`config.mk`:
```
export PLATFORM = sky130hd
export DESIGN_NAME = buck_dpwm
export DESIGN_NICKNAME = d
export VERILOG_FILES = /design/src/rtl/dpwm_pkg.sv /design/src/rtl/dpwm_sawtooth.sv /design/src/rtl/dpwm_softstart.sv /design/src/rtl/dpwm_compare.sv /design/src/rtl/buck_dpwm.sv
export SDC_FILE = /design/constraint.sdc
export NUM_CORES = 1
export LEC_CHECK = 0
export ABC_CLOCK_PERIOD_IN_PS = 2700
export BUFFER_PORTS_ARGS = -buffer_cell sky130_fd_sc_hd__buf_2
export CAP_MARGIN = 0
export CORE_MARGIN = 3
export CORE_UTILIZATION = 50
export CTS_CLUSTER_DIAMETER = 80
export DETAILED_ROUTE_END_ITERATION = 10
export HOLD_SLACK_MARGIN = 0.08
export PLACE_DENSITY = 0.72
export SYNTH_ARGS = -nofsm -noshare
export SYNTH_HDL_FRONTEND = slang
export SYNTH_SLANG_ARGS = --single-unit
```
`constraint.sdc`:
```
create_clock -name clk -period 2.7 [get_ports clk]
set_clock_uncertainty 0.15 [all_clocks]
set_input_delay 0.27 -clock clk [delete_from_list [all_inputs] [get_ports clk]]
set_output_delay 0.27 -clock clk [all_outputs]
set_load 0.01 [all_outputs]
```
`src/rtl/dpwm_pkg.sv`:
```
`timescale 1ns/1ps
package dpwm_pkg;
    typedef enum logic [1:0] {
        ST_IDLE = 2'd0,
        ST_RAMP = 2'd1,
        ST_DONE = 2'd2
    } ss_state_e;
endpackage

```
`src/rtl/dpwm_sawtooth.sv`:
```
`timescale 1ns/1ps
// Free-running period counter; the rate pick is applied at each period boundary.
module dpwm_sawtooth #(
    parameter int PER_LO = 320,
    parameter int PER_HI = 160,
    parameter int CNT_W  = 9
) (
    input  logic             clk,
    input  logic             rst_n,
    input  logic             rate_sel,
    output logic [CNT_W-1:0] cnt,
    output logic             wrap,
    output logic             strobe
);
    logic [CNT_W-1:0] per_q;

    assign wrap   = (cnt == per_q - 1'b1);
    assign strobe = (cnt == '0);

    always_ff @(posedge clk) begin
        if (!rst_n) begin
            cnt   <= '0;
            per_q <= CNT_W'(PER_LO);
        end else if (wrap) begin
            cnt   <= '0;
            per_q <= rate_sel ? CNT_W'(PER_HI) : CNT_W'(PER_LO);
        end else begin
            cnt <= cnt + 1'b1;
        end
    end

    AST_CNT_IN_PERIOD: assert property (@(posedge clk) disable iff (!rst_n)
        cnt < per_q);
    AST_STROBE_SINGLE: assert property (@(posedge clk) disable iff (!rst_n)
        strobe |=> !strobe);
endmodule

```
`src/rtl/dpwm_softstart.sv`:
```
`timescale 1ns/1ps
// Soft-start sequencer: linear code ramp, limited target output.
module dpwm_softstart
    import dpwm_pkg::*;
#(
    parameter int REF_CODE = 512,
    parameter int SS_STEP  = 600,
    parameter int SS_W     = 10
) (
    input  logic            clk,
    input  logic            rst_n,
    input  logic            en,
    output logic [SS_W-1:0] target,
    output logic            active,
    output logic            done
);
    localparam int STEP_W = (SS_STEP > 1) ? $clog2(SS_STEP) : 1;

    ss_state_e         state_q, state_n;
    logic [STEP_W-1:0] step_q;
    logic [SS_W-1:0]   code_q;
    logic              step_last;

    assign step_last = (step_q == STEP_W'(SS_STEP - 1));

    // next-state logic
    always_comb begin
        state_n = state_q;
        unique case (state_q)
            ST_IDLE: if (en) state_n = ST_RAMP;
            ST_RAMP: begin
                if (!en)
                    state_n = ST_IDLE;
                else if (step_last && code_q == SS_W'(REF_CODE))
                    state_n = ST_DONE;
            end
            ST_DONE: if (!en) state_n = ST_IDLE;
            default: state_n = ST_IDLE;
        endcase
    end

    // state register
    always_ff @(posedge clk) begin
        if (!rst_n) state_q <= ST_IDLE;
        else        state_q <= state_n;
    end

    // ramp datapath
    always_ff @(posedge clk) begin
        if (!rst_n) begin
            step_q <= '0;
            code_q <= '0;
        end else begin
            unique case (state_q)
                ST_RAMP: begin
                    if (!en) begin
                        step_q <= '0;
                        code_q <= '0;
                    end else if (step_last) begin
                        step_q <= '0;
                        code_q <= code_q + 1'b1;
                    end else begin
                        step_q <= step_q + 1'b1;
                    end
                end
                ST_DONE: begin
                    if (!en) begin
                        step_q <= '0;
                        code_q <= '0;
                    end
                end
                default: begin
                    step_q <= '0;
                    code_q <= '0;
                end
            endcase
        end
    end

    // outputs
    always_comb begin
        done   = (state_q == ST_DONE);
        active = (state_q != ST_IDLE);
        target = (code_q < SS_W'(REF_CODE)) ? code_q : SS_W'(REF_CODE);
    end

    AST_RAMP_MONOTONIC: assert property (@(posedge clk) disable iff (!rst_n)
        (state_q == ST_RAMP && en) |=> (code_q >= $past(code_q)));
    AST_DONE_ABOVE_REF: assert property (@(posedge clk) disable iff (!rst_n)
        done |-> (code_q > SS_W'(REF_CODE)));
    AST_DISABLE_CLEARS: assert property (@(posedge clk) disable iff (!rst_n)
        !en |=> (code_q == '0 && !done));
endmodule

```
`src/rtl/dpwm_compare.sv`:
```
`timescale 1ns/1ps
// Duty capture at the period boundary and counter compare.
module dpwm_compare #(
    parameter int CMD_W = 9,
    parameter int CNT_W = 9,
    parameter int SS_W  = 10
) (
    input  logic             clk,
    input  logic             rst_n,
    input  logic             en,
    input  logic             active,
    input  logic             wrap,
    input  logic [CNT_W-1:0] cnt,
    input  logic [CMD_W-1:0] cmd,
    input  logic [SS_W-1:0]  fb,
    input  logic [SS_W-1:0]  target,
    output logic             pwm
);
    localparam int CMP_W = (CMD_W > CNT_W) ? CMD_W : CNT_W;

    logic [CMD_W-1:0] duty_q;
    logic             clamp;

    assign clamp = (fb > target);

    always_ff @(posedge clk) begin
        if (!rst_n)
            duty_q <= '0;
        else if (wrap)
            duty_q <= (en && active && !clamp) ? cmd : '0;
    end

    assign pwm = en && (CMP_W'(cnt) < CMP_W'(duty_q));

    AST_DUTY_HELD: assert property (@(posedge clk) disable iff (!rst_n)
        !wrap |=> $stable(duty_q));
    AST_CLAMP_SILENT: assert property (@(posedge clk) disable iff (!rst_n)
        (wrap && clamp) |=> !pwm);
endmodule

```
`src/rtl/buck_dpwm.sv`:
```
`timescale 1ns/1ps
module buck_dpwm #(
    parameter int PER_LO   = 320,
    parameter int PER_HI   = 160,
    parameter int CMD_W    = 9,
    parameter int REF_CODE = 512,
    parameter int SS_STEP  = 600,
    localparam int FB_W    = $clog2(REF_CODE + 2)
) (
    input  logic             clk,
    input  logic             rst_n,
    input  logic             rate_sel,
    input  logic             en,
    input  logic [CMD_W-1:0] cmd,
    input  logic [FB_W-1:0]  fb,
    output logic             pwm_on,
    output logic             period_start,
    output logic             ss_done
);
    localparam int PER_MAX = (PER_LO > PER_HI) ? PER_LO : PER_HI;
    localparam int CNT_W   = $clog2(PER_MAX + 1);

    logic [CNT_W-1:0] cnt;
    logic             wrap;
    logic [FB_W-1:0]  target;
    logic             active;

    dpwm_sawtooth #(
        .PER_LO(PER_LO), .PER_HI(PER_HI), .CNT_W(CNT_W)
    ) u_saw (
        .clk(clk), .rst_n(rst_n), .rate_sel(rate_sel),
        .cnt(cnt), .wrap(wrap), .strobe(period_start)
    );

    dpwm_softstart #(
        .REF_CODE(REF_CODE), .SS_STEP(SS_STEP), .SS_W(FB_W)
    ) u_ss (
        .clk(clk), .rst_n(rst_n), .en(en),
        .target(target), .active(active), .done(ss_done)
    );

    dpwm_compare #(
        .CMD_W(CMD_W), .CNT_W(CNT_W), .SS_W(FB_W)
    ) u_cmp (
        .clk(clk), .rst_n(rst_n), .en(en), .active(active), .wrap(wrap),
        .cnt(cnt), .cmd(cmd), .fb(fb), .target(target), .pwm(pwm_on)
    );

    AST_OFF_WHEN_DISABLED: assert property (@(posedge clk) disable iff (!rst_n)
        !en |-> !pwm_on);
endmodule

```
==> metrics.md, run 1 <==
| Metric | Value |
|---|---|
| Int Pwr | around 0.96 mW |
| Pwr Density | 444 mW/mm² |
| #FFs+latches synth | 42 |
| DRC Markers | 0 |
| DRT met1 WL | 2540 µm |
| Layout Cells excl Fill | ~370 |
| Met3 routed wirelength | roughly 190 µm |
| Drt initial violations | approximately 100 |
| Top routing layer in use | met4 |
| Hpwl dp | 3490 µm |
| Synth Instances | 276 |
| Post-Syn Area per Cell | 8.73 µm² |
| Post-route cell area | 0.00277 mm² |
| DIE HEIGHT | 75.4 µm |
| Setup WS post-layout | ~0.21 ns |
| Gr ovfl total | 0 |
| Routed len/inst | 12.9 µm |
| Final Hold Fails | 0 |
| Sequential cell area fraction in the yosys report | 0.349 |
| Initial Utilization | 0.535 |
| Data required time of the critical path | around 2.3 ns |
| FP Rows | 24 |
| Distinct cells, synth | 49 |
| Fin crit share | 0.922 |
| GRT Util Overall | 0.190 |
| P_sw | 0.273 mW |
| RSZ-0062 raised after global routing | no |
| Synth Cell Area | 0.00241 mm² |
| Via count | 1962 |
| Worst-margin pin slew | 0.530 ns |
| Clock Latency Late Sink | around 0.29 ns |
| H-tree levels | 2 |
| Die W | 75.4 µm |
| Outcome | finished clean |
| DR vias/cell | roughly 5.3 |
| Area of the multi-input gates | 0.00143 mm² |
| Number of synthesized flops with an enable pin | 0 |
| DP Worst Slack | ~0.33 ns |
| WP data arrival | ~2.1 ns |
| Slew Limit Headroom | 0.646 |
| Clk slew on worst S/H paths | 0.08 ns |
| Total Nets Final | 362 |
| Ys Warns | 0 |
| Filler Cell Count | 417 |
| # clock sinks | 42 |
| Syn nets | 324 |
| Root Driver | clkbuf_8 |
| Top Ports | 26 |
| Largest net degree at the start of global routing | 16 |
| # Post-CTS Setup Buffers | 0 |
| Placed Area | 0.00257 mm² |
| Max clock buf depth | 2 |
| Final setup viols | 0 |
| Inserted Clock Buffers | 5 |
| Crit-path max FO | 7 |
| First-pass GRT wire length | 8350 µm |
| Fmax | 402 MHz |
| Vias in the first global route | about 1800 |
| VDD IR max | 343 µV |
| Hold Crit Class | input port to flop |
| Layout cells sized above 1 | 0.130 |
| Reg2Reg Setup Slack | 0.33 ns |
| Antenna Cells | 0 |
| Worst setup SP type | flop |
| Leakage | 1.15 nW |
| Die footprint | about 0.0057 mm² |
| Number of buffers added on ports | 25 |
| Logic pwr share | 0.092 |
| Switch share | 0.221 |
| Area grow syn2layout | 15.2% |
| Initial antenna violation count | 0 |
| Setup TNS | 0 ns |
| Tmin final | 2.49 ns |
| Reg area | between 800 and 900 µm² |
| Ys async rst share | 0 |
| Placer congestion estimate | 0.764 |
| CTS tree | built |
| Post-route ant nets | 0 |
| Reg power frac | 0.515 |
| Synth Flop Type | dfxtp_1 |
| Core Area | between 0.004 and 0.005 mm² |
| WL met2 | 1980 µm |
| Slew Limit Fails | 0 |
| Power share of the clock group | 0.394 |
| Max Cap Viol | 0 |
| Drt total wl | ~4800 µm |
| Pre-antenna DRT Iters | 4 |
| Total placed cells including tap cells | 349 |
| Crit Path Category | flop to output pin |
| Final core occ | 0.616 |
| CP Capture Type | output pin |
==> flip-flops by register name, indices dropped and copies added (netlist names) <==
| register | cells |
|---|---|
| u_ss.step_q | 10 |
| u_cmp.duty_q | 9 |
| u_saw.per_q | 2 |
| u_saw.cnt | 9 |
| u_ss.code_q | 10 |
| u_ss.state_q | 2 |
==> cell usage after synthesis, drive strengths merged, types with 2 or more instances <==
cell type  number  area (µm²)
o21ai           4        20.0
clkbuf          2        21.3
ha             25         313
nand3b          3        22.5
or3             2        12.5
nor4            6        43.8
and4            3        26.3
nor2b           5        31.3
a21boi          3        22.5
nand3          10        50.1
buf             3        17.5
xnor2          15         131
and3b           2        18.8
a31oi           4        25.0
nand2          31         119
a21o            2        15.0
nand4           9        56.3
a41o            2        21.3
or4b            2        20.0
a21oi           5        25.0
dfxtp          42         841
o22ai           8        50.1
xor2           12         105
inv            25        93.8
and3            5        33.8
and2            2        12.5
nor3            6        30.0
nor2           26        97.6
o21a            2        15.0
==> power by group through the flow <==
stage,combinational (mW),sequential [mW],clock [mW]
after global routing,0.130,0.636,0.523
after CTS,0.114,0.634,0.500
after detailed placement,0.102,0.649,0
after floorplan,0.0653,0.647,0
final,0.113,0.634,0.485
after global placement,0.101,0.648,0
==> stage by stage <==
stage | power, mW | hold WS (ns)
final | 1.23 | 0.135
after detailed placement | 0.751 | 0.313
after floorplan | 0.713 | 0.251
after CTS | 1.25 | 0.136
after global placement | 0.749 | 0.303
after global routing | 1.29 | 0.137
==> layout by cell type (no fill, tap or decap), types with 6 or more instances in the layout <==
master         Yosys  routed
o22ai_1            8       8
xor2_1            12      12
nand4_1            9       9
dfxtp_1           42      42
inv_1             25      25
buf_2              2      25
nor3_1             6       6
ha_1              25      25
nor2_1            26      26
dlygate4sd3_1      0      10
nand2_1           30      30
nand3_1           10      10
xnor2_1           15      15
==> worst max-delay path: stages, from the launching register on <==
cell,delay (ns)
dfxtp_1,0.49
ha_1,0.32
a31oi_1,0.19
nand2_1,0.07
a41o_1,0.22
a21o_1,0.18
a31oi_1,0.16
buf_2,0.15
==> cell type report <==
| class | count | share of cell area |
|---|---|---|
| Multi-Input combinational cell | 203 | 0.516 |
| Sequential cell | 42 | 0.303 |
| Timing Repair Buffer | 36 | 0.0839 |
| Inverter | 26 | 0.0352 |
| Clock buffer | 7 | 0.0275 |
| Tap cell | 52 | 0.0235 |
| Clock inverter | 1 | 0.0108 |
==> worst paths after layout <==
check	from	endpoint	cells after the start
min reg2reg	u_cmp.duty_q[0]	u_cmp.duty_q[0]	2
max reg2reg	u_saw.per_q[7]	u_cmp.duty_q[1]	7
max	u_saw.cnt[5]	pwm_on	7
min	rst_n	u_saw.per_q[6]	2
==> logic make-up (layout without fill, tap and decap cells) <==
logic type,count (synthesis),count (layout),share of synthesized area
flip-flops,42,42,0.349
XOR/XNOR,27,27,0.0982
AO/OA/AOI/OAI,35,35,0.106
adder cells (fa/ha/maj),25,25,0.130
AND/OR/NAND/NOR,115,115,0.256
buffers and inverters,31,70,0.0566
multiplexers,1,1,0.00416
==> routing by layer <==
metal,vias up,GRT usage
met5,-,0
met1,890,0.273
met4,0,0.0524
li1,1038,-
met2,29,0.286
met3,5,0.0462
==> repair_timing <==
action	4_1_cts	5_1_grt
resized for setup	0	0
hold buffers	10	0
hold endpoints to repair	10	0
Power figures use the tool's default switching activity.
==> run 2: changes to the inputs <==
--- a/config.mk
+++ b/config.mk
@@ -13,6 +13,7 @@
 export CTS_CLUSTER_DIAMETER = 80
 export DETAILED_ROUTE_END_ITERATION = 10
 export HOLD_SLACK_MARGIN = 0.08
+export MAX_ROUTING_LAYER = met4
 export PLACE_DENSITY = 0.72
 export SYNTH_ARGS = -nofsm -noshare
 export SYNTH_HDL_FRONTEND = slang
==> metrics.md, run 2 (synthesized netlist as in run 1, its figures left out) <==
| Metric | Value |
|---|---|
| Die footprint | 0.00569 mm² (unchanged) |
| Die W | 75.4 µm (unchanged) |
| DRC Markers | 0 (unchanged) |
| Hpwl dp | 3490 µm (unchanged) |
| Worst Path Buf+Inv | 1 (unchanged) |
| WHS | 0.135 ns (+0.000138 ns) |
| First-pass GRT wire length | 8340 µm (about the same) |
| Crit. path cell count | 7 (unchanged) |
| Fin crit share | 0.922 (about the same) |
| Post-route ant nets | 0 (unchanged) |
| Tmin final | 2.49 ns (+0.000737 ns) |
| Drt total wl | 4760 µm (+0.13%) |
| Fmax | 402 MHz (about the same) |
| Top Ports | 26 (unchanged) |
| Critical path cell sequence | ha_1, a31oi_1, nand2_1, a41o_1, a21o_1, a31oi_1, buf_2 |
| Number of buffers added on ports | 25 (unchanged) |
| Outcome | finished clean |
| Root Driver | clkbuf_8 |
| Worst-margin pin slew | 0.529 ns (-0.000703 ns) |
| Commonest non-fill, non-tap cell in the layout | dfxtp_1 |
| Vias in the first global route | 1823 (-0.11%) |
| Placer congestion estimate | 0.774 (+1.3%) |
| Clk slew on worst S/H paths | 0.08 ns (about the same) |
| Initial Utilization | 0.535 (unchanged) |
| Pre-antenna DRT Iters | 4 (unchanged) |
| Via count | 1961 (-0.051%) |
| Leakage | 1.15 nW (unchanged) |
| Final setup viols | 0 (unchanged) |
| Slew Limit Headroom | 0.646 (about the same) |
| H-tree levels | 2 (unchanged) |
| GRT Util Overall | 0.196 (+0.00552) |
| RSZ-0062 raised after global routing | no |
| FP Rows | 24 (unchanged) |
| Total Nets Final | 362 (unchanged) |
| Largest delay contributor family on the critical path | compound AO/OA/AOI/OAI gates |
| Drt initial violations | 102 (-1.9%) |
| Layout cells sized above 1 | 0.130 (unchanged) |
| VDD IR max | 343 µV (about the same) |
| Inserted Clock Buffers | 5 (unchanged) |
| Slew Limit Fails | 0 (unchanged) |
| Worst setup SP type | flop |
| Initial antenna violation count | 0 (unchanged) |
| DR vias/cell | 5.34 (about the same) |
| Max Cap Viol | 0 (unchanged) |
| Reg2Reg Launch Point | u_saw.per_q[7] |
| DIE HEIGHT | 75.4 µm (unchanged) |
| CTS Hold Bufs | 10 (unchanged) |
| Crit-path max FO | 7 (unchanged) |
| Crit-path slowest cell | dfxtp_1 |
| Clock Latency Late Sink | 0.29 ns (about the same) |
| Hold Crit Class | input port to flop |
| Largest net degree at the start of global routing | 16 (unchanged) |
| Most frequent cells in the layout | dfxtp_1 (42), nand2_1 (30), nor2_1 (26) |
| CTS tree | built |
| Setup crit start | u_saw.cnt[5] |
| R2R depth | 7 (unchanged) |
| WP data arrival | 2.07 ns (about the same) |
| Antenna Cells | 0 (unchanged) |
| Routed len/inst | 13.0 µm (+0.13%) |
| # clock sinks | 42 (unchanged) |
| # Post-CTS Setup Buffers | 0 (unchanged) |
| Final Hold Fails | 0 (unchanged) |
| Data required time of the critical path | 2.28 ns (about the same) |
| Overall power | 1.23 mW (about the same) |
| Post-CTS Resized | 0 (unchanged) |
| Cell mode on critical path | a31oi_1 |
| Setup TNS | 0 ns (unchanged) |
| Gr ovfl total | 0 (unchanged) |
| Pwr Density | 445 mW/mm² (about the same) |
| Hold Path Depth | 2 (unchanged) |
| Area grow syn2layout | 15.2% (unchanged) |
| Crit Path Category | flop to output pin |
| CP Capture Type | output pin |
| Slowest stage delay, CP | 0.49 ns (about the same) |
| HP Start | rst_n |
| Core Area | 0.00450 mm² (unchanged) |
| Top Registers | u_ss.code_q (10), u_ss.step_q (10) |
| Max clock buf depth | 2 (unchanged) |
[run 2: cell counts in the layout (fill, tap and decap cells not counted)]
No cell type changed its count.
[run 2: worst paths after layout]
path                            slack, ns              end
worst max register to register       0.33  u_cmp.duty_q[1]
worst min-delay path                 0.13   u_saw.per_q[6]
worst max-delay path                 0.21           pwm_on
worst min register to register       0.32  u_cmp.duty_q[0]
[run 2: layout make-up]
type                    count  area [µm²]
well taps                  52        65.1
fillers                   417        1730
inverters                  26        97.6
clock inverters             1        30.0
flip-flops and latches     42         841
multi-input cells         203        1430
clock buffers               7        76.3
repair buffers             36         233
[run 2: stage by stage]
stage / utilization / std cells / cell area, µm² / setup WS [ns]
after floorplan: - / 276 / 2410 / 0.657
after global placement: 0.570 / 349 / 2570 / 0.449
after detailed placement: 0.570 / 349 / 2570 / 0.329
after CTS: 0.616 / 367 / 2770 / 0.205
after global routing: 0.616 / 367 / 2770 / 0.0259
final: 0.616 / 367 / 2770 / 0.210
[run 2: layer usage]
layer | vias to the layer above | GRT usage | part of all wire | wire [µm]
met3 | 5 | 0.0449 | 0.039 | 184
met4 | 0 | 0.0524 | 0.0084 | 40
met1 | 886 | 0.273 | 0.54 | 2560
met5 | - | - | 0 | 0
li1 | 1037 | - | - | -
met2 | 33 | 0.286 | 0.42 | 1980
[run 2: power breakdown]
| group | switching, mW | internal, mW | total, mW |
|---|---|---|---|
| Sequential | 0.00856 | 0.626 | 0.634 |
| Clock | 0.209 | 0.277 | 0.486 |
| Combinational | 0.0556 | 0.0575 | 0.113 |
| Total | 0.273 | 0.960 | 1.23 |
